===== src/rtl/dss_pkg.sv =====
package dss_pkg;

  typedef enum logic [3:0] {
    ST_IDLE,
    ST_PCPU_HI,
    ST_PCPU_LO,
    ST_PSCLK,
    ST_SETUP,
    ST_BIT_HI,
    ST_BIT_LO,
    ST_QCPU_HI,
    ST_QCPU_LO,
    ST_QSCLK
  } seq_state_e;

  typedef struct packed {
    logic post_cpu;
    logic scan;
    logic pre_sclk;
    logic pre_cpu;
  } phase_sel_t;

  // First enabled phase at or after position 'from' (0..3), IDLE if none.
  function automatic seq_state_e entry_from(input logic [2:0] from, input phase_sel_t sel);
    seq_state_e r;
    r = ST_IDLE;
    if (from <= 3'd3 && sel.post_cpu) r = ST_QCPU_HI;
    if (from <= 3'd2 && sel.scan)     r = ST_SETUP;
    if (from <= 3'd1 && sel.pre_sclk) r = ST_PSCLK;
    if (from == 3'd0 && sel.pre_cpu)  r = ST_PCPU_HI;
    return r;
  endfunction

  function automatic logic is_sclk_high(input seq_state_e s);
    return (s == ST_PSCLK) || (s == ST_BIT_HI) || (s == ST_QSCLK);
  endfunction

  function automatic logic is_cpu_high(input seq_state_e s);
    return (s == ST_PCPU_HI) || (s == ST_QCPU_HI);
  endfunction

endpackage


===== src/rtl/dss_quarter_timer.sv =====
module dss_quarter_timer #(
  parameter int QW = 16
) (
  input  logic          clk,
  input  logic          rst_n,
  input  logic          run_i,
  input  logic [QW-1:0] q_len_i,
  output logic          slot_end_o
);
  localparam logic [QW-1:0] ONE = QW'(1);

  logic [QW-1:0] cyc_q, cyc_d;
  logic          half_q, half_d;
  logic          q_last;

  assign q_last     = (cyc_q == (q_len_i - ONE));
  assign slot_end_o = run_i && q_last && half_q;

  always_comb begin
    cyc_d  = cyc_q;
    half_d = half_q;
    if (!run_i) begin
      cyc_d  = '0;
      half_d = 1'b0;
    end else if (q_last) begin
      cyc_d  = '0;
      half_d = ~half_q;
    end else begin
      cyc_d  = cyc_q + ONE;
    end
  end

  always_ff @(posedge clk or negedge rst_n) begin
    if (!rst_n) begin
      cyc_q  <= '0;
      half_q <= 1'b0;
    end else begin
      cyc_q  <= cyc_d;
      half_q <= half_d;
    end
  end

  assert_q_nonzero_R10: assert property (@(posedge clk) disable iff (!rst_n)
    run_i |-> (q_len_i != '0));

endmodule


===== src/rtl/dss_phase_fsm.sv =====
module dss_phase_fsm
  import dss_pkg::*;
#(
  parameter int VEC_W = 64,
  parameter int QW    = 16
) (
  input  logic          clk,
  input  logic          rst_n,
  input  logic          start_i,
  input  phase_sel_t    sel_i,
  input  logic [QW-1:0] quarter_i,
  input  logic          slot_end_i,
  output logic          run_o,
  output logic [QW-1:0] q_len_o,
  output logic          accept_o,
  output logic          ev_setup_o,
  output logic          ev_sample_o,
  output logic          ev_advance_o,
  output logic          sclk_rise_o,
  output logic          cpu_rise_o,
  output logic          busy_o,
  output logic          done_o,
  output logic          sclk_o,
  output logic          cpu_clk_o
);
  localparam int BIT_CW = (VEC_W > 1) ? $clog2(VEC_W) : 1;
  localparam logic [BIT_CW-1:0] LAST_BIT = BIT_CW'(VEC_W - 1);
  localparam logic [BIT_CW-1:0] BIT_ONE  = BIT_CW'(1);

  seq_state_e        state_q, state_d;
  phase_sel_t        sel_q, sel_d;
  logic [QW-1:0]     q_len_q, q_len_d;
  logic [BIT_CW-1:0] bit_q, bit_d;
  logic              busy_d, done_d, sclk_d, cpu_d;
  logic              enter;

  assign run_o    = (state_q != ST_IDLE);
  assign accept_o = (state_q == ST_IDLE) && start_i;
  assign q_len_o  = q_len_q;

  always_comb begin
    state_d = state_q;
    sel_d   = sel_q;
    q_len_d = q_len_q;
    bit_d   = bit_q;
    if (accept_o) begin
      sel_d   = sel_i;
      q_len_d = (quarter_i == '0) ? QW'(1) : quarter_i;
      state_d = entry_from(3'd0, sel_i);
    end else if (slot_end_i) begin
      unique case (state_q)
        ST_PCPU_HI: state_d = ST_PCPU_LO;
        ST_PCPU_LO: state_d = entry_from(3'd1, sel_q);
        ST_PSCLK:   state_d = entry_from(3'd2, sel_q);
        ST_SETUP:   state_d = ST_BIT_HI;
        ST_BIT_HI:  state_d = ST_BIT_LO;
        ST_BIT_LO: begin
          if (bit_q == '0) begin
            state_d = entry_from(3'd3, sel_q);
          end else begin
            state_d = ST_BIT_HI;
            bit_d   = bit_q - BIT_ONE;
          end
        end
        ST_QCPU_HI: state_d = ST_QCPU_LO;
        ST_QCPU_LO: state_d = ST_QSCLK;
        ST_QSCLK:   state_d = ST_IDLE;
        default:    state_d = ST_IDLE;
      endcase
    end
    if (state_d == ST_SETUP && state_q != ST_SETUP) bit_d = LAST_BIT;
  end

  assign enter        = (state_d != state_q);
  assign ev_setup_o   = enter && (state_d == ST_SETUP);
  assign ev_sample_o  = enter && (state_d == ST_BIT_HI);
  assign ev_advance_o = enter && (state_d == ST_BIT_LO);
  assign sclk_rise_o  = enter && is_sclk_high(state_d);
  assign cpu_rise_o   = enter && is_cpu_high(state_d);

  assign busy_d = (state_d != ST_IDLE);
  assign done_d = (run_o || accept_o) && (state_d == ST_IDLE);
  assign sclk_d = is_sclk_high(state_d);
  assign cpu_d  = is_cpu_high(state_d);

  always_ff @(posedge clk or negedge rst_n) begin
    if (!rst_n) begin
      state_q   <= ST_IDLE;
      sel_q     <= '0;
      q_len_q   <= QW'(1);
      bit_q     <= '0;
      busy_o    <= 1'b0;
      done_o    <= 1'b0;
      sclk_o    <= 1'b0;
      cpu_clk_o <= 1'b0;
    end else begin
      state_q   <= state_d;
      sel_q     <= sel_d;
      q_len_q   <= q_len_d;
      bit_q     <= bit_d;
      busy_o    <= busy_d;
      done_o    <= done_d;
      sclk_o    <= sclk_d;
      cpu_clk_o <= cpu_d;
    end
  end

  assert_pins_exclusive_R11: assert property (@(posedge clk) disable iff (!rst_n)
    !(sclk_o && cpu_clk_o));
  assert_idle_quiet_R11: assert property (@(posedge clk) disable iff (!rst_n)
    !busy_o |-> (!sclk_o && !cpu_clk_o));
  assert_done_not_busy_R8: assert property (@(posedge clk) disable iff (!rst_n)
    done_o |-> !busy_o);
  assert_done_single_R8: assert property (@(posedge clk) disable iff (!rst_n)
    done_o |=> !done_o);
  assert_sclk_hold_R2: assert property (@(posedge clk) disable iff (!rst_n)
    (busy_o && !slot_end_i) |=> $stable(sclk_o));
  assert_cpu_hold_R2: assert property (@(posedge clk) disable iff (!rst_n)
    (busy_o && !slot_end_i) |=> $stable(cpu_clk_o));

endmodule


===== src/rtl/dss_shift_path.sv =====
module dss_shift_path #(
  parameter int VEC_W = 64
) (
  input  logic             clk,
  input  logic             rst_n,
  input  logic             accept_i,
  input  logic             ev_setup_i,
  input  logic             ev_sample_i,
  input  logic             ev_advance_i,
  input  logic [VEC_W-1:0] tx_vec_i,
  input  logic             miso_i,
  input  logic             sclk_i,
  output logic [VEC_W-1:0] rx_vec_o,
  output logic             mosi_o
);
  logic [VEC_W-1:0] tx_q, tx_d, rx_d;
  logic             mosi_d;

  always_comb begin
    tx_d   = tx_q;
    rx_d   = rx_vec_o;
    mosi_d = mosi_o;
    if (accept_i) begin
      tx_d = tx_vec_i;
      rx_d = '0;
    end
    if (ev_setup_i) mosi_d = accept_i ? tx_vec_i[VEC_W-1] : tx_q[VEC_W-1];
    if (ev_sample_i) rx_d = {rx_vec_o[VEC_W-2:0], miso_i};
    if (ev_advance_i) begin
      mosi_d = tx_q[VEC_W-2];
      tx_d   = {tx_q[VEC_W-2:0], 1'b0};
    end
  end

  always_ff @(posedge clk or negedge rst_n) begin
    if (!rst_n) begin
      tx_q     <= '0;
      rx_vec_o <= '0;
      mosi_o   <= 1'b0;
    end else begin
      tx_q     <= tx_d;
      rx_vec_o <= rx_d;
      mosi_o   <= mosi_d;
    end
  end

  assert_mosi_moves_low_R4: assert property (@(posedge clk) disable iff (!rst_n)
    !$stable(mosi_o) |-> !sclk_i);

endmodule


===== src/rtl/dss_pulse_tally.sv =====
module dss_pulse_tally #(
  parameter int CNT_W = 32
) (
  input  logic             clk,
  input  logic             rst_n,
  input  logic             inc_i,
  output logic [CNT_W-1:0] count_o
);
  logic [CNT_W-1:0] count_d;

  assign count_d = inc_i ? count_o + CNT_W'(1) : count_o;

  always_ff @(posedge clk or negedge rst_n) begin
    if (!rst_n) count_o <= '0;
    else        count_o <= count_d;
  end

  assert_tally_step_R7: assert property (@(posedge clk) disable iff (!rst_n)
    (count_o != $past(count_o)) |-> (count_o == $past(count_o) + CNT_W'(1)));

endmodule


===== src/rtl/dbg_scan_sequencer.sv =====
module dbg_scan_sequencer
  import dss_pkg::*;
#(
  parameter int VEC_W = 64,
  parameter int QW    = 16,
  parameter int CNT_W = 32
) (
  input  logic             clk,
  input  logic             rst_n,
  input  logic             start_i,
  input  logic             pre_cpu_i,
  input  logic             pre_scan_i,
  input  logic             scan_i,
  input  logic             post_cpu_i,
  input  logic [QW-1:0]    quarter_i,
  input  logic [VEC_W-1:0] tx_vec_i,
  output logic [VEC_W-1:0] rx_vec_o,
  output logic             busy_o,
  output logic             done_o,
  output logic             sclk_o,
  output logic             mosi_o,
  input  logic             miso_i,
  output logic             cpu_clk_o,
  output logic [CNT_W-1:0] sclk_count_o,
  output logic [CNT_W-1:0] cpu_count_o
);
  localparam int N_TALLY = 2;

  phase_sel_t    sel;
  logic          run, slot_end, accept;
  logic          ev_setup, ev_sample, ev_advance, sclk_rise, cpu_rise;
  logic [QW-1:0] q_len;
  logic [N_TALLY-1:0] tally_inc;
  logic [CNT_W-1:0]   tally_val [N_TALLY];

  assign sel.pre_cpu  = pre_cpu_i;
  assign sel.pre_sclk = pre_scan_i;
  assign sel.scan     = scan_i;
  assign sel.post_cpu = post_cpu_i;

  dss_quarter_timer #(.QW(QW)) u_timer (
    .clk(clk), .rst_n(rst_n), .run_i(run), .q_len_i(q_len), .slot_end_o(slot_end)
  );

  dss_phase_fsm #(.VEC_W(VEC_W), .QW(QW)) u_fsm (
    .clk(clk), .rst_n(rst_n), .start_i(start_i), .sel_i(sel),
    .quarter_i(quarter_i), .slot_end_i(slot_end), .run_o(run), .q_len_o(q_len),
    .accept_o(accept), .ev_setup_o(ev_setup), .ev_sample_o(ev_sample),
    .ev_advance_o(ev_advance), .sclk_rise_o(sclk_rise), .cpu_rise_o(cpu_rise),
    .busy_o(busy_o), .done_o(done_o), .sclk_o(sclk_o), .cpu_clk_o(cpu_clk_o)
  );

  dss_shift_path #(.VEC_W(VEC_W)) u_shift (
    .clk(clk), .rst_n(rst_n), .accept_i(accept), .ev_setup_i(ev_setup),
    .ev_sample_i(ev_sample), .ev_advance_i(ev_advance), .tx_vec_i(tx_vec_i),
    .miso_i(miso_i), .sclk_i(sclk_o), .rx_vec_o(rx_vec_o), .mosi_o(mosi_o)
  );

  assign tally_inc = {cpu_rise, sclk_rise};

  for (genvar g = 0; g < N_TALLY; g++) begin : g_tally
    dss_pulse_tally #(.CNT_W(CNT_W)) u_tally (
      .clk(clk), .rst_n(rst_n), .inc_i(tally_inc[g]), .count_o(tally_val[g])
    );
  end

  assign sclk_count_o = tally_val[0];
  assign cpu_count_o  = tally_val[1];

endmodule


===== config.mk =====
export PLATFORM = sky130hd
export DESIGN_NAME = dbg_scan_sequencer
export DESIGN_NICKNAME = d
export VERILOG_FILES = /design/src/rtl/dss_pkg.sv /design/src/rtl/dss_quarter_timer.sv /design/src/rtl/dss_phase_fsm.sv /design/src/rtl/dss_shift_path.sv /design/src/rtl/dss_pulse_tally.sv /design/src/rtl/dbg_scan_sequencer.sv
export SDC_FILE = /design/constraint.sdc
export NUM_CORES = 1
export LEC_CHECK = 0
export BUFFER_PORTS_ARGS = -buffer_cell sky130_fd_sc_hd__buf_2
export CAP_MARGIN = 20
export CELL_PAD_IN_SITES_DETAIL_PLACEMENT = 1
export CELL_PAD_IN_SITES_GLOBAL_PLACEMENT = 2
export CORE_AREA = 5 5 188 190
export CTS_CLUSTER_DIAMETER = 120
export DETAILED_ROUTE_END_ITERATION = 6
export DIE_AREA = 0 0 193 195
export GPL_TIMING_DRIVEN = 0
export PLACE_DENSITY = 0.76
export SLEW_MARGIN = 20
export SYNTH_ARGS = -nofsm -noshare
export SYNTH_HDL_FRONTEND = slang
export SYNTH_SLANG_ARGS = --single-unit

===== constraint.sdc =====
create_clock -name clk -period 5.6 [get_ports clk]
set_clock_uncertainty 0.1 [all_clocks]
set_input_delay 1.12 -clock clk [delete_from_list [all_inputs] [get_ports clk]]
set_output_delay 1.12 -clock clk [all_outputs]
set_load 0.02 [all_outputs]

=== Word-level counts from Yosys, hierarchy flattened ===
Cells that the tools add are included.

* Mux-type cells: 28
* Reductions and logical operators: 26
* Eq/ne operators: 21
* Bitwise operators: 1
* Add/subtract/negate cells: 5

{| class="wikitable"
|+ Operators by type and width
! operator !! number
|-
| 64-bit 2-to-1 mux || 4
|-
| 32-bit by 1-bit adder with 32-bit output (second input constant) || 2
|-
| 16-bit 2-to-1 mux || 3
|-
| 4-bit by 3-bit equality test with 1-bit output (second input constant) || 8
|-
| 4-bit one-hot mux with 8 select lines || 1
|-
| 6-bit 2-to-1 mux || 5
|-
| 4-bit 2-to-1 mux || 7
|-
| 16-bit by 1-bit adder with 16-bit output (second input constant) || 1
|-
| 16-bit equality test || 1
|-
| 16-bit zero test || 1
|-
| 16-bit by 1-bit subtractor with 16-bit output (second input constant) || 1
|-
| 4-bit by 2-bit equality test with 1-bit output (second input constant) || 3
|-
| 1-bit logical AND || 10
|-
| 2-bit nonzero test || 5
|-
| 3-bit 2-to-1 mux || 3
|-
| 4-bit by 1-bit equality test with 1-bit output (second input constant) || 2
|-
| 4-bit equality test (second input constant) || 2
|-
| 4-bit zero test || 2
|-
| 4-bit nonzero test || 2
|-
| 6-bit zero test || 1
|-
| 2-bit != test (second input constant) || 3
|-
| 6-bit by 1-bit subtractor with 6-bit output (second input constant) || 1
|-
| 1-bit 2-to-1 mux || 5
|-
| 1-bit logical OR || 4
|-
| other kinds (4) || 4
|}

* Register bits after elaboration: 243
* Output and inout port bits: 133
* Input port bits: 88

=== Logic depth before layout (Yosys ltp) ===
* Depth in word-level cells: 10
* Depth in mapped cells: 15

=== Hierarchy ===
A second synthesis with hierarchy kept.

* Cells, all modules: 1,151
* Area total of the unflattened synthesis: 11,711.2 um^2

{| class="wikitable"
|+ By module, submodules not included
! module !! cells each !! seq. area each (um^2) !! area an instance (um^2) !! instances
|-
| dss_shift_path || 552 || 3,228.1 || 5,639.2 || 1
|-
| dss_pulse_tally || 123 || 800.8 || 1,448.9 || 2
|-
| dss_phase_fsm || 194 || 827.0 || 1,737.9 || 1
|-
| dss_quarter_timer || 159 || 425.4 || 1,436.4 || 1
|}

=== Worst setup path before layout ===
Ideal clock, no wire load.

* Path kind: reg2reg
* From: register u_fsm.q_len_q[3], in the netlist u_fsm.q_len_o[3]
* To: register g_tally[1].u_tally.count_o[12]
* Arrival time: 3,680 ps
* Cell stages (with the launch flop): 13
* Setup slack: 1,688 ps
* Cells stage by stage: dfrtp_1 or4_1 or3_1 and2_1 a2111o_1 nor4b_4 mux2_4 or3_1 nand4_1 buf_4 buf_6 nor3b_2 xor2_1

* Cells in the longest elaborated chain, start to end: 9

{| class="wikitable"
|+ Ends and longest elaborated chain
! what !! RTL line !! text
|-
| from (decl) || dss_phase_fsm.sv:32 || <nowiki>logic [QW-1:0] q_len_q, q_len_d;</nowiki>
|-
| from (signal assigned) || dss_phase_fsm.sv:99 || <nowiki>q_len_q <= q_len_d;</nowiki>
|-
| 16-bit by 1-bit subtractor with 16-bit output (*) || dss_quarter_timer.sv:16 || <nowiki>assign q_last = (cyc_q == (q_len_i - ONE));</nowiki>
|-
| 16-bit equality test (*) || dss_quarter_timer.sv:16 ||
|-
| 1-bit logical AND (*) (2 in a row) || dss_quarter_timer.sv:17 || <nowiki>assign slot_end_o = run_i && q_last && half_q;</nowiki>
|-
| 4-bit 2-to-1 mux (*) || dss_phase_fsm.sv:50 || <nowiki>end else if (slot_end_i) begin</nowiki>
|-
| 4-bit 2-to-1 mux (*) || dss_phase_fsm.sv:46 || <nowiki>if (accept_o) begin</nowiki>
|-
| via u_fsm.state_d[2] || dss_phase_fsm.sv:30 || <nowiki>seq_state_e state_q, state_d;</nowiki>
|-
| 4-bit by 1-bit equality test with 1-bit output / 4-bit by 3-bit equality test with 1-bit output (equally long branches) || dss_pkg.sv:39 || <nowiki>return (s == ST_PCPU_HI) || (s == ST_QCPU_HI);</nowiki>
|-
| 1-bit logical OR || dss_pkg.sv:39 ||
|-
| 1-bit logical AND (*) || dss_phase_fsm.sv:79 || <nowiki>assign cpu_rise_o = enter && is_cpu_high(state_d);</nowiki>
|-
| to (signal assigned) || dss_pulse_tally.sv:15 || <nowiki>else count_o <= count_d;</nowiki>
|-
| to (decl) || dss_pulse_tally.sv:7 || <nowiki>output logic [CNT_W-1:0] count_o</nowiki>
|}

Mark *: on every way through the listed nets, which the timed path passes. The rest lies on a longest branch.
A chain may end at the register's enable or synchronous reset.

=== Final worst setup path ===
* From: register u_fsm.q_len_q[0], in the netlist u_fsm.q_len_o[0]
* To: register u_shift.tx_q[56]

* Cells in the longest elaborated chain, start to end: 9

{| class="wikitable"
|+ Ends and longest elaborated chain
! what !! RTL line !! text
|-
| 16-bit by 1-bit subtractor with 16-bit output (*) || dss_quarter_timer.sv:16 ||
|-
| 16-bit equality test (*) || dss_quarter_timer.sv:16 ||
|-
| 1-bit logical AND (*) (2 in a row) || dss_quarter_timer.sv:17 ||
|-
| 4-bit 2-to-1 mux (*) || dss_phase_fsm.sv:50 ||
|-
| 4-bit 2-to-1 mux (*) || dss_phase_fsm.sv:46 ||
|-
| 4-bit != test / 4-bit by 3-bit equality test with 1-bit output (equally long branches) || dss_phase_fsm.sv:74, dss_phase_fsm.sv:77 ||
|-
| 1-bit logical AND (*) || dss_phase_fsm.sv:77 || <nowiki>assign ev_advance_o = enter && (state_d == ST_BIT_LO);</nowiki>
|-
| 64-bit 2-to-1 mux / 2-bit nonzero test (equally long branches) || n/a ||
|-
| to (signal assigned) || dss_shift_path.sv:41 || <nowiki>tx_q <= tx_d;</nowiki>
|-
| to (decl) || dss_shift_path.sv:16 || <nowiki>logic [VEC_W-1:0] tx_q, tx_d, rx_d;</nowiki>
|}

Every way passes the cells marked *; elsewhere a longest branch is shown, timed or not.

==> flow_summary.json <==
{
  "status": "complete, no violations",
  "yosysTopAreaCell": "dfrtp_1",
  "worstPathArrival_ns": 5.30,
  "hold_viol": 0,
  "yosys_most_used_dff": "dfrtp_1",
  "clkSinkCount": 243,
  "place_inst": 1848,
  "cts_max_level": 1,
  "finalInstanceArea_mm2": 0.0140,
  "cp_num_buf_inv": 2,
  "via_per_inst": 4.90,
  "fin_util_pct": 42.1,
  "fin_ws_ns": 0.707,
  "die_width_um": 193,
  "avgSynthCellArea_um2": 9.56,
  "worstHoldStart": "u_shift.tx_q[49]",
  "drive_gt1_share_pct": 21.5,
  "critPathMaxStageDelay_ns": 0.71,
  "dieArea_mm2": 0.0376,
  "wl_um": 32400,
  "dr.pass1.iters": 5,
  "slew_headroom_pct": 44.3,
  "critical_path_class": "reg -> reg",
  "syn_inst": 1178,
  "port_buffers": 220,
  "grt_max_degree": 84,
  "drt_iter0_drc": 297,
  "via_count": 9327,
  "nets": 1525,
  "clock.fmax_mhz": 204,
  "overflow": 0,
  "seq_area_frac_synth_pct": 54.0,
  "worstSetupStartpointType": "register",
  "cts_resized": 0,
  "wire_per_inst_um": 17.0,
  "end_kind": "register",
  "rows": 67,
  "numCtsBuffers": 30,
  "layoutNonFillerInstCount": 1903,
  "synth_cell_types": 60,
  "setup_viol": 0,
  "leakagePower_nw": 7.11,
  "clock_path_buffers": 3,
  "drcViolationCount": 0,
  "ctsRootBufferMaster": "clkbuf_16",
  "synth.cell_area_mm2": 0.0113,
  "async_flop_share_pct": 100,
  "min_path_type": "reg -> reg",
  "cts_tree": "yes",
  "dpl.hpwl_um": 23500,
  "start_util_pct": 33.8,
  "grt_pass1_vias": 9916,
  "crit_chain": "inv_1, ha_1, nor3b_1, nand3_1, xnor2_1, a2111oi_0, nand4_1, o21ai_1, nand2_1, nor3_2, clkbuf_1, a22oi_1, nand2_1",
  "drv_cap": 0,
  "clk_pin_slew_ns": 0.06,
  "crit_path_start": "u_fsm.q_len_o[0]",
  "synth_top_area_share_pct": 53.8,
  "r2r_slack_ns": 0.71,
  "cp_slowest_cell": "a2111oi_0",
  "synth_edf_count": 0,
  "regToRegStartpoint": "u_fsm.q_len_o[0]",
  "period_share_pct": 87.4,
  "cp_max_fo": 10,
  "grt_pass1_wl_um": 53100,
  "gp_congestion": 0.781,
  "post-place-ws_ns": 0.730,
  "cts_hold_buf": 0,
  "rsz0062_at_grt": "false",
  "syn_nets": 1271,
  "power_density_mw_per_mm2": 275,
  "synth_seq_cells": 243,
  "clkLatencyLatePin_ns": 0.57,
  "placed_area_mm2": 0.0130,
  "critPathTopFamily": "simple AND/OR/NAND/NOR gates",
  "cts_setup_buffers": 0,
  "cp.required_ns": 6.00,
  "die_h_um": 195,
  "area_growth_pct": 24.5,
  "drv_slew": 0,
  "ioPinCount": 221,
  "finalSetupTns_ns": 0,
  "worst_slew_pin_slew_ns": 0.830,
  "ir_drop_mv": 0.228,
  "synth_area_leaders": "dfrtp_1 54%, nand2_1 12%, xor2_1 4.8%",
  "ys_warn_count": 0,
  "coreArea_mm2": 0.0333,
  "cpMostUsedCell": "nand2_1",
  "postRouteAntennaNets": 0,
  "antenna_found_initial": 16,
  "fin_crit_ns": 4.89,
  "grt_usage_pct": 17.0
}
-- placed cells by master (no fill, tap or decap), types with 4 or more instances in the layout --
cell       count
nand2_1      349
dfrtp_1      242
buf_2        231
o21ai_0       68
a22oi_1       63
xor2_1        62
clkbuf_1      52
nor2_1        51
xnor2_1       41
clkbuf_16     30
nand3_1       29
nor3_1        28
inv_1         20
nand4_1       15
and3_1        14
nor4_1        13
nand3b_1       9
nor4_2         8
o21ai_1        7
or3_1          6
a21oi_1        6
nand2b_1       6
nor4b_2        6
nor2b_1        5
or4_1          5
nor3b_1        5
ha_1           5
bufinv_16      5
and2_1         4
and4_1         4
mux2i_1        4
nor3_2         4
clkinv_2       4
clkbuf_8       4
-- stage by stage --
stage / hold slack (ns) / total power [mW]
floorplan: 0.340 / 1.80
global placement: 0.351 / 1.87
detailed placement: 0.357 / 1.88
CTS: 0.369 / 3.93
global route: 0.386 / 4.02
finish: 0.366 / 3.86
-- cell usage after synthesis (all sizes together) (3+ instances only) --
cell / count
a21oi: 6
a22oi: 63
a31oi: 3
and2: 4
and3: 14
and4: 4
buf: 16
clkbuf: 44
dfrtp: 242
ha: 5
inv: 20
mux2: 3
mux2i: 4
nand2: 349
nand2b: 6
nand3: 29
nand3b: 9
nand4: 15
nor2: 52
nor2b: 5
nor3: 32
nor3b: 7
nor4: 21
nor4b: 8
o211ai: 3
o21ai: 75
or2: 3
or3: 6
or4: 5
xnor2: 41
xor2: 62
-- layer usage --
metal | part of all wire, % | GRT usage [%] | vias to the layer above
met1 | 44 | 22.0 | 4536
li1 | - | - | 4517
met5 | 0.49 | 0 | -
met2 | 46 | 27.6 | 172
met3 | 7.2 | 5.89 | 74
met4 | 2.3 | 3.62 | 28
-- flip-flops by register name, summed over array words and instances, names as in the netlist, 3 cells and up --
| register | cells |
|---|---|
| u_shift.rx_vec_o | 64 |
| u_fsm.sel_q | 3 |
| u_fsm.bit_q | 6 |
| g_tally.u_tally.count_o | 64 |
| u_timer.cyc_q | 16 |
| u_shift.tx_q | 64 |
| u_fsm.q_len_o | 16 |
| u_fsm.state_q | 4 |
-- tightest hold or removal path, delay by kind of cell (launching register included) --
family	cells	cell delay, ns
flip-flops	1	0.34
AND/OR/NAND/NOR	2	0.10
-- layout make-up --
type | count | area, um2
plain buffers | 60 | 259
clock buffers | 42 | 836
clock inverters | 11 | 195
inverters | 20 | 75.1
repair buffers | 222 | 1170
diodes | 2 | 5.00
well taps | 448 | 561
multi-input cells | 855 | 4840
flip-flops and latches | 243 | 6080
fillers | 3930 | 19300
-- logic make-up (layout without fill, tap and decap cells) --
logic type	after synthesis	count (layout)	share of synthesized area (%)
and+or+nand+nor	573	573	24.1
DFF	243	243	54.0
AOI/OAI and AO/OA	166	166	9.47
xor gates and xnor gates	104	104	8.21
buffers and inverters	80	355	2.97
muxes	7	7	0.689
adders and majority gates	5	5	0.556
other	0	2	0
-- worst paths after layout --
path	cells past startpoint	end
setup / recovery	13	u_shift.tx_q[56]
setup reg to reg	13	u_shift.tx_q[56]
hold reg to reg	2	u_shift.tx_q[49]
hold / removal	2	u_shift.tx_q[49]
max in group asynchronous	3	u_shift.rx_vec_o[46]
min in group asynchronous	1	g_tally[1].u_tally.count_o[13]
-- report_power, final --
group,internal (mW),switching (mW),leakage (nW)
logic,0.0290,0.0522,3.32
registers,1.76,0.00140,3.29
clock network,1.26,0.757,0.505
Note: power is estimated with default switching activity, not from simulation.
